<file path="config.mk">
export PLATFORM = sky130hd
export DESIGN_NAME = hp_slot_ctrl
export DESIGN_NICKNAME = d
export VERILOG_FILES = /design/src/rtl/hps_pkg.sv /design/src/rtl/hps_ctl_reg.sv /design/src/rtl/hps_sta_reg.sv /design/src/rtl/hps_irq.sv /design/src/rtl/hp_slot_ctrl.sv
export SDC_FILE = /design/constraint.sdc
export NUM_CORES = 1
export LEC_CHECK = 0
export ABC_AREA = 1
export CAP_MARGIN = 20
export CORE_MARGIN = 2
export CORE_UTILIZATION = 57
export CTS_BUF_LIST = sky130_fd_sc_hd__clkbuf_8
export DETAILED_ROUTE_END_ITERATION = 7
export DONT_BUFFER_PORTS = 1
export MAX_ROUTING_LAYER = met4
export PLACE_DENSITY = 0.74
export SKIP_LAST_GASP = 1
export SYNTH_ARGS = -nofsm -noshare
export SYNTH_HDL_FRONTEND = slang
export SYNTH_SLANG_ARGS = --single-unit
</file>
<file path="constraint.sdc">
create_clock -name clk -period 1.4 [get_ports clk]
set_input_delay 0.28 -clock clk [delete_from_list [all_inputs] [get_ports clk]]
set_output_delay 0.28 -clock clk [all_outputs]
set_load 0.005 [all_outputs]
</file>
<file path="src/rtl/hps_pkg.sv">
package hps_pkg;

    localparam int WORD_W = 16;
    localparam int BYTE_N = WORD_W / 8;

    // control bit positions
    localparam int C_HPIE = 5;
    localparam int C_EIC  = 11;

    // status bit positions
    localparam int S_ABP = 0;
    localparam int S_PDC = 3;
    localparam int S_CC  = 4;
    localparam int S_PDS = 6;
    localparam int S_EIS = 7;

    localparam logic [WORD_W-1:0] CTL_WMASK = 16'h07F9;
    localparam logic [WORD_W-1:0] EVT_MASK  = 16'h001F;
    localparam logic [WORD_W-1:0] SUP_MASK  = 16'h0019;

    typedef enum logic [1:0] {
        IND_NONE  = 2'b00,
        IND_ON    = 2'b01,
        IND_BLINK = 2'b10,
        IND_OFF   = 2'b11
    } ind_e;

    typedef struct packed {
        logic [3:0] rsvd_hi;
        logic       eic;
        logic       pcc;
        ind_e       pic;
        ind_e       aic;
        logic       hpie;
        logic       cce;
        logic       pdce;
        logic [1:0] rsvd_lo;
        logic       abe;
    } slot_ctl_t;

    typedef struct packed {
        logic [7:0] rsvd_hi;
        logic       eis;
        logic       pds;
        logic       rsvd5;
        logic       cc;
        logic       pdc;
        logic       mrl;
        logic       pfd;
        logic       abp;
    } slot_sta_t;

    localparam slot_ctl_t CTL_RESET = '{aic: IND_OFF, pic: IND_NONE, default: '0};

    function automatic logic [WORD_W-1:0] byte_mask(input logic [BYTE_N-1:0] be);
        logic [WORD_W-1:0] m;
        for (int i = 0; i < BYTE_N; i++) m[i*8 +: 8] = {8{be[i]}};
        return m;
    endfunction

    function automatic logic is_off(input slot_ctl_t c);
        return c.pcc && (c.pic == IND_OFF);
    endfunction

endpackage

</file>
<file path="src/rtl/hps_ctl_reg.sv">
module hps_ctl_reg
    import hps_pkg::*;
(
    input  logic                clk,
    input  logic                rst,
    input  logic                wr_ctl,
    input  logic [BYTE_N-1:0]   be,
    input  logic [WORD_W-1:0]   data,
    input  logic                pds,
    output slot_ctl_t           ctl_q,
    output logic                cmd_done,
    output logic                eis_toggle,
    output logic                detach_fire
);
    logic [WORD_W-1:0] wm;
    logic [WORD_W-1:0] old_v;
    logic [WORD_W-1:0] new_v;
    slot_ctl_t         ctl_new;

    always_comb begin
        wm          = CTL_WMASK & byte_mask(be);
        old_v       = ctl_q;
        new_v       = (old_v & ~wm) | (data & wm);
        ctl_new     = slot_ctl_t'(new_v);
        cmd_done    = wr_ctl;
        eis_toggle  = wr_ctl && be[C_EIC/8] && data[C_EIC];
        detach_fire = wr_ctl && pds && is_off(ctl_new) && !is_off(ctl_q);
    end

    always_ff @(posedge clk) begin
        if (rst)         ctl_q <= CTL_RESET;
        else if (wr_ctl) ctl_q <= ctl_new;
    end
endmodule

</file>
<file path="src/rtl/hps_sta_reg.sv">
module hps_sta_reg
    import hps_pkg::*;
(
    input  logic                clk,
    input  logic                rst,
    input  logic                dev_present,
    input  logic                wr_sta,
    input  logic [BYTE_N-1:0]   be,
    input  logic [WORD_W-1:0]   data,
    input  logic                cmd_done,
    input  logic                eis_toggle,
    input  logic                detach_fire,
    input  logic                btn,
    input  logic                arrive,
    output slot_sta_t           sta_q
);
    logic [WORD_W-1:0] cur_v;
    logic [WORD_W-1:0] clr_v;
    logic              stale;
    slot_sta_t         nxt;

    always_comb begin
        cur_v = sta_q;
        clr_v = data & byte_mask(be) & EVT_MASK;
        stale = |(clr_v & ~cur_v);
        if (wr_sta && !stale) nxt = slot_sta_t'(cur_v & ~clr_v);
        else                  nxt = sta_q;
        if (eis_toggle) nxt.eis = ~nxt.eis;
        if (detach_fire) begin
            nxt.pds = 1'b0;
            nxt.pdc = 1'b1;
        end
        if (cmd_done) nxt.cc  = 1'b1;
        if (btn)      nxt.abp = 1'b1;
        if (arrive) begin
            nxt.pds = 1'b1;
            nxt.pdc = 1'b1;
            nxt.abp = 1'b1;
        end
    end

    always_ff @(posedge clk) begin
        if (rst) begin
            sta_q     <= '0;
            sta_q.pds <= dev_present;
        end else begin
            sta_q <= nxt;
        end
    end
endmodule

</file>
<file path="src/rtl/hps_irq.sv">
module hps_irq
    import hps_pkg::*;
(
    input  logic      clk,
    input  logic      rst,
    input  slot_ctl_t ctl,
    input  slot_sta_t sta,
    output logic      irq_level,
    output logic      msg_pulse
);
    logic [WORD_W-1:0] c_v;
    logic [WORD_W-1:0] s_v;
    logic              cond;
    logic              cond_prev;

    always_comb begin
        c_v  = ctl;
        s_v  = sta;
        cond = ctl.hpie && (|(c_v & s_v & SUP_MASK));
    end

    always_ff @(posedge clk) begin
        if (rst) cond_prev <= 1'b0;
        else     cond_prev <= cond;
    end

    assign irq_level = cond;
    assign msg_pulse = cond && !cond_prev;
endmodule

</file>
<file path="src/rtl/hp_slot_ctrl.sv">
module hp_slot_ctrl
    import hps_pkg::*;
#(
    parameter int SLOT_NUM = 5,
    parameter int SLOT_W   = 13
) (
    input  logic        clk,
    input  logic        rst,
    input  logic        wr_en,
    input  logic        wr_sel,
    input  logic [1:0]  wr_be,
    input  logic [15:0] wr_data,
    input  logic        btn_press,
    input  logic        dev_present,
    input  logic        dev_arrive,
    output logic [31:0] rd_cap,
    output logic [15:0] rd_ctl,
    output logic [15:0] rd_sta,
    output logic        irq_level,
    output logic        msg_pulse,
    output logic        pwr_on,
    output logic [1:0]  pwr_ind,
    output logic [1:0]  attn_ind,
    output logic        detach_req
);
    localparam int          CAP_SLOT_LSB = 32 - SLOT_W;
    localparam logic [31:0] CAP_FLAGS    = 32'h0002_007B;
    localparam logic [31:0] CAP_WORD     =
        (32'(SLOT_NUM % (1 << SLOT_W)) << CAP_SLOT_LSB) | CAP_FLAGS;

    slot_ctl_t ctl_q;
    slot_sta_t sta_q;
    logic      wr_ctl, wr_sta;
    logic      cmd_done, eis_toggle, detach_fire;
    logic      detach_q;

    assign wr_ctl = wr_en && !wr_sel && (|wr_be);
    assign wr_sta = wr_en &&  wr_sel && (|wr_be);

    hps_ctl_reg u_ctl (
        .clk(clk), .rst(rst), .wr_ctl(wr_ctl), .be(wr_be), .data(wr_data),
        .pds(sta_q.pds), .ctl_q(ctl_q), .cmd_done(cmd_done),
        .eis_toggle(eis_toggle), .detach_fire(detach_fire)
    );

    hps_sta_reg u_sta (
        .clk(clk), .rst(rst), .dev_present(dev_present), .wr_sta(wr_sta),
        .be(wr_be), .data(wr_data), .cmd_done(cmd_done),
        .eis_toggle(eis_toggle), .detach_fire(detach_fire),
        .btn(btn_press), .arrive(dev_arrive), .sta_q(sta_q)
    );

    hps_irq u_irq (
        .clk(clk), .rst(rst), .ctl(ctl_q), .sta(sta_q),
        .irq_level(irq_level), .msg_pulse(msg_pulse)
    );

    always_ff @(posedge clk) begin
        if (rst) detach_q <= 1'b0;
        else     detach_q <= detach_fire;
    end

    assign rd_cap     = CAP_WORD;
    assign rd_ctl     = ctl_q;
    assign rd_sta     = sta_q;
    assign pwr_on     = !ctl_q.pcc;
    assign pwr_ind    = ctl_q.pic;
    assign attn_ind   = ctl_q.aic;
    assign detach_req = detach_q;
endmodule

</file>
==> flow_summary.toml, run 1 <==
[final_layout]
diodes = 0
final_nets = 200
syn_to_final_growth_pct = -8.767
drive_above_1_share = 0.1552
fillers = 227
layout_commonest_cell = "conb_1"
mostFrequentLayoutCells = "48 x conb_1, 27 x nand2_1, 16 x inv_1, 15 x dfxtp_1"
stdcell_area_um2 = 1185
fin_util = 0.5408

[grt]
grt_util_all_layers = 0.1610
grt_max_degree = 13
grt_pass1_wl_mm = 3.111
overflow = 0
grt_pass1_vias = 779
antenna_found_initial = 0

[setup_path]
crit_type = "register to output pin"
cp_max_fo = 3
cp_top_family = "flip-flops"
cp_num_buf_inv = 1
critPathMaxStageDelay_ns = 0.34
cp-start-kind = "register"
critPathCaptureType = "output pin"
cp_cell_sequence = "buf_4 > nand2_1 > o221ai_2 > nand2_2 > nor2_2"
critical-path-slowest-cell = "dfxtp_1"
crit_arrival_ns = 1.04
required_ns = 1.12

[synth]
yosysSeqAreaShare = 0.2852
syn_area_per_cell_um2 = 7.379
synthCells = 176
ys_seq_elements = 18
synth.distinct_cells = 26
netlist_area_um2 = 1299
ys.warnings.count = 0

[clocking]
cts_sinks = 18
clk_pin_slew_ns = 0.07
cts_tree = "done"
cts.htree.levels = 1
clock_latency_ns = 0.25
hold_buffers = 0
cts-root-buf = "clkbuf_8"
cts.path.max_buffers = 2
cts_buffers = 3

[timing]
timing.hold.ws_ns = 0.07004
final.setup_skew_ns = 0.003584
setup_ws_ns = 0.08230
finalHoldViolations = 0
setup_violations = 0
tns_ns = 0
maxSlewViolCount = 0
fin_crit_sh = 0.9412
period_minus_slack_ns = 1.318
rsz0062_at_grt = "no"
max_freq_ghz = 0.7589

[drt]
vias = 925
ant_nets = 0
drt-total-wl_mm = 2.060
routedWlPerCell_um = 10.20
drtIter0Drc = 17
dr.pass1.iters = 4
remaining_drc_errors = 0
vias_per_cell = 4.579

[die]
start_util = 0.5928
design.core.area_um2 = 2191
boundaryPins = 97
num_rows = 17
die_w_um = 51.74
dieArea_um2 = 2677
die_h_um = 51.74

[placement]
dp.final_hpwl_mm = 1.719
post-place-ws_ns = 0.1177
place_area_um2 = 1116
gp_congestion = 0.8521
portBuffers = 0

[power_and_ir_drop]
peakVddDrop_v = 0.0006662
cellPowerDensity_nw_per_um2 = 950.8
power_leakage_nw = 0.5878

[job]
drv_cap = 0

[min_path]
hold_path.class = "input pin to register"

[status]
status = "finished clean"
==> metal layers <==
| layer | wire, um | track usage | up-vias | part of all wire |
|---|---|---|---|---|
| met1 | 721 | 0.1577 | 408 | 0.35 |
| met4 | 23 | 0.09211 | 0 | 0.011 |
| met2 | 1011 | 0.2821 | 71 | 0.49 |
| met3 | 304 | 0.04885 | 2 | 0.15 |
| met5 | 0 | - | - | 0 |
| li1 | - | - | 444 | - |
==> cell usage after synthesis <==
master,number,area (um^2)
a211oi_1,2,15.01
a21oi_1,9,45.04
a21oi_2,2,17.52
a31oi_1,2,12.51
and2_4,1,8.760
buf_4,53,397.9
buf_6,1,11.26
clkbuf_1,1,3.750
clkinv_2,1,5.000
conb_1,2,7.510
dfxtp_1,17,340.3
edfxtp_1,1,30.03
inv_1,16,60.06
inv_2,1,3.750
nand2_1,28,105.1
nand2_2,4,25.02
nand2_4,1,11.26
nand3_1,9,45.04
nand3b_1,3,22.52
nor2_1,10,37.54
nor2_2,2,12.51
nor2_4,2,22.52
nor2_8,1,20.02
o21ai_0,4,20.02
o21ai_1,2,10.01
o221ai_1,1,8.760
==> final cells by class <==
| type | instances | area [um^2] | share of cell area |
|---|---|---|---|
| clock buffers | 4 | 55.05 | 0.04646 |
| inverters | 18 | 68.82 | 0.05808 |
| multi-input cells | 131 | 630.6 | 0.5322 |
| repair buffers | 3 | 22.52 | 0.01901 |
| well taps | 28 | 35.03 | 0.02957 |
| flip-flops and latches | 18 | 372.9 | 0.3147 |
==> path summary, 6_finish.rpt <==
kind / slack, ns / cells after the start / endpoint / start
worst max-delay path: 0.08 / 5 / msg_pulse / u_sta.sta_q[0]
worst min-delay path: 0.07 / 1 / u_sta.sta_q[3] / rst
worst max register to register: 0.13 / 6 / u_sta.sta_q[6] / u_sta.sta_q[3]
worst min register to register: 0.49 / 2 / u_sta.sta_q[2] / u_sta.sta_q[2]
==> power breakdown <==
group          internal (mW)  total (mW)  switching (mW)
Clock                  0.250       0.421           0.171
Combinational         0.0462       0.145          0.0988
Sequential             0.540       0.561          0.0207
==> worst register-to-register path, cell delays in order, from the launching register on <==
cell,delay (ns)
dfxtp_2,0.35
inv_1,0.07
nand3_1,0.09
nand2_2,0.07
nor2_4,0.12
and2_4,0.18
nand3b_1,0.12
==> stage by stage <==
step,instances,total power [mW]
floorplan,222,0.8035
global placement,198,0.7068
detailed placement,198,0.7125
CTS,202,1.130
global route,202,1.177
finish,202,1.127
==> logic make-up (layout without fill, tap and decap cells) <==
kind of cell,after synthesis,after routing,share of synthesized area
buffers and inverters,73,25,0.3709
and+or+nand+nor,61,61,0.2389
AOI/OAI and AO/OA,22,22,0.09923
DFF,18,18,0.2852
other,2,48,0.005783
==> what timing repair did <==
action                     CTS  global route
setup buffers                0             0
setup endpoints to repair    0             3
gates resized for setup      0             6
(Power assumes the default switching activity.)
==> inputs of run 2 (changes only) <==
--- a/config.mk
+++ b/config.mk
@@ -5,15 +5,14 @@
 export SDC_FILE = /design/constraint.sdc
 export NUM_CORES = 1
 export LEC_CHECK = 0
-export ABC_AREA = 1
 export CAP_MARGIN = 20
 export CORE_MARGIN = 2
-export CORE_UTILIZATION = 57
+export CORE_UTILIZATION = 30
 export CTS_BUF_LIST = sky130_fd_sc_hd__clkbuf_8
 export DETAILED_ROUTE_END_ITERATION = 7
 export DONT_BUFFER_PORTS = 1
 export MAX_ROUTING_LAYER = met4
-export PLACE_DENSITY = 0.74
+export PLACE_DENSITY = 0.46
 export SKIP_LAST_GASP = 1
 export SYNTH_ARGS = -nofsm -noshare
 export SYNTH_HDL_FRONTEND = slang
==> flow_summary.toml, run 2 <==
[status]
status = "complete, but fails checks"
violations = "setup timing"

[setup_path]
r2r_end = "u_sta.sta_q[6]"
critPathMaxStageDelay_ns = 0.32
rr_startpoint = "u_sta.sta_q[3]"
reg2reg_slack_ns = -0.02
startpoint = "u_sta.sta_q[3]"
path_depth = 4
crit_path_end = "msg_pulse"
crit_type = "register to output pin"
cp_cell_sequence = "buf_6 > a222oi_1 > nand2b_1 > nor2_1"
reg2reg_depth = 4
cp_top_family = "flip-flops"
cp_num_buf_inv = 1
cp-start-kind = "register"
critical-path-slowest-cell = "dfxtp_2"
cp_max_fo = 3
required_ns = 1.12
crit_arrival_ns = 1.22
critPathCaptureType = "output pin"

[clocking]
post_cts_buffers = 0
clock_latency_ns = 0.25
cts_sinks = 18
cts.path.max_buffers = 2
hold_buffers = 0
cts_buffers = 3
cts.htree.levels = 1
cts-root-buf = "clkbuf_8"
cts_tree = "done"
clk_pin_slew_ns = 0.07

[synth]
synth.distinct_cells = 34
async_flop_share = 0
synthCells = 146
yosysMostFrequentCell = "buf_4"
synth_top_area_cell = "buf_4"
ys.warnings.count = 0
synth_ff_type = "dfxtp_1"
yosysSeqAreaShare = 0.3074
synth_area_leaders = "buf_4 33%, dfxtp_1 28%, nand3_1 4.2%"
synth-edff-count = 1
synth_common_cells = "53 x buf_4, 17 x dfxtp_1, 10 x nand3_1"
yosysTopAreaCellShare = 0.3302
ys_seq_elements = 18
netlist_area_um2 = 1205
syn_area_per_cell_um2 = 8.253

[final_layout]
finalNonFillerCells = 202
fillers = 436
diodes = 0
final_nets = 178
mostFrequentLayoutCells = "48 x conb_1, 16 x dfxtp_1, 12 x buf_4"
stdcell_area_um2 = 1196
drive_above_1_share = 0.1645
syn_to_final_growth_pct = -0.7267
layout_commonest_cell = "conb_1"

[timing]
rsz0062_at_grt = "yes"
setup_ws_ns = -0.09733
maxSlewViolCount = 0
final.setup_skew_ns = 0.007570
max_freq_ghz = 0.6679
setup_violations = 3
period_minus_slack_ns = 1.497
finalHoldViolations = 0
fin_crit_sh = 1.070

[drt]
remaining_drc_errors = 0
dr.pass1.iters = 5
routedWlPerCell_um = 12.82
vias = 835
drt-total-wl_mm = 2.589
vias_per_cell = 4.134
ant_nets = 0
drtIter0Drc = 36

[power_and_ir_drop]
cellPowerDensity_nw_per_um2 = 933.7
peakVddDrop_v = 0.0007986
total_power_mw = 1.117
power_leakage_nw = 0.5400

[die]
dieArea_um2 = 4539
design.core.area_um2 = 3943
num_rows = 23
die_w_um = 67.38
die_h_um = 67.38
boundaryPins = 97
start_util = 0.3056

[grt]
grt_pass1_vias = 771
overflow = 0
grt_max_degree = 21
antenna_found_initial = 0
grt_util_all_layers = 0.1102
grt_pass1_wl_mm = 3.594

[placement]
place_area_um2 = 1129
post-place-ws_ns = -0.01884
dp.final_hpwl_mm = 2.152
portBuffers = 0
dp_cells = 198
gp_congestion = 0.7304

[min_path]
hold_path.class = "input pin to register"

[job]
drv_cap = 0
[run 2: cell types whose count changed after synthesis, sizes merged, moves of 3 or more]
| cell | change |
|---|---|
| inv | -11 |
| nor2 | -10 |
| o21ai | -5 |
| nand2b | +5 |
| nand2 | -24 |
| nand3b | -3 |
[run 2: area by class of cell]
class	instances	area (um^2)	share of cell area
inverters	6	22.52	0.01883
clock buffers	4	55.05	0.04602
flip-flops and latches	18	371.6	0.3107
well taps	50	62.56	0.05230
multi-input cells	111	583.1	0.4874
repair buffers	13	101.3	0.08473
[run 2: what timing repair did]
| action | in CTS | in global routing |
|---|---|---|
| gates resized for setup | 2 | 0 |
| pin swaps | 1 | 1 |
| endpoints found under the setup margin | 4 | 9 |
[run 2: power by group]
group / leakage, nW / internal [mW] / total (mW) / switching [mW]
sequential: 0.149 / 0.538 / 0.556 / 0.0177
clock: 0.0288 / 0.250 / 0.428 / 0.178
combinational: 0.362 / 0.0537 / 0.133 / 0.0795
total: 0.540 / 0.842 / 1.12 / 0.275
[run 2: worst min-delay path by stage]
| stage | startpoint | end | slack [ns] | cells past startpoint |
|---|---|---|---|---|
| 2_1_floorplan | wr_data[1] | u_sta.sta_q[1] | 0.37 | 1 |
| 3_3_place_gp | rst | u_ctl.ctl_q[10] | 0.35 | 1 |
| 3_5_place_dp | rst | u_ctl.ctl_q[8] | 0.36 | 1 |
| 4_1_cts | rst | u_ctl.ctl_q[8] | 0.08 | 1 |
| 5_1_grt | rst | register | 0.08 | 1 |
| 6_report | rst | u_ctl.ctl_q[8] | 0.08 | 1 |
[run 2: cell families (layout without fill, tap and decap cells)]
family	after synthesis	after routing	share of synthesized area
buffers and inverters	63	23	0.3634
AOI/OAI and AO/OA	21	21	0.1257
and+or+nand+nor	41	41	0.1900
DFF	18	18	0.3074
xor gates and xnor gates	1	1	0.007270
other	2	48	0.006233
[run 2: worst register-to-register path, stage by stage, from the launching register on]
cell and delay, ns:
dfxtp_2 0.33, nand2b_2 0.11, o221ai_2 0.09, or4_4 0.54
nand3_2 0.08
[run 2: metal layers]
layer,up-vias,GRT usage,wire (um)
met4,0,0.007653,0
met1,390,0.1256,983
li1,402,-,-
met2,43,0.1918,1327
met3,0,0.04167,278
met5,-,-,0
[run 2: metrics by stage]
| step | TNS [ns] | hold slack [ns] | utilization |
|---|---|---|---|
| final | -0.2074 | 0.08491 | 0.3034 |
| after global routing | -0.4671 | 0.07611 | 0.3034 |
| after CTS | -0.2407 | 0.07756 | 0.3034 |
| after detailed placement | -0.01884 | 0.3553 | 0.2863 |
| after global placement | 0 | 0.3539 | 0.2863 |
| after floorplan | -0.03037 | 0.3679 | - |
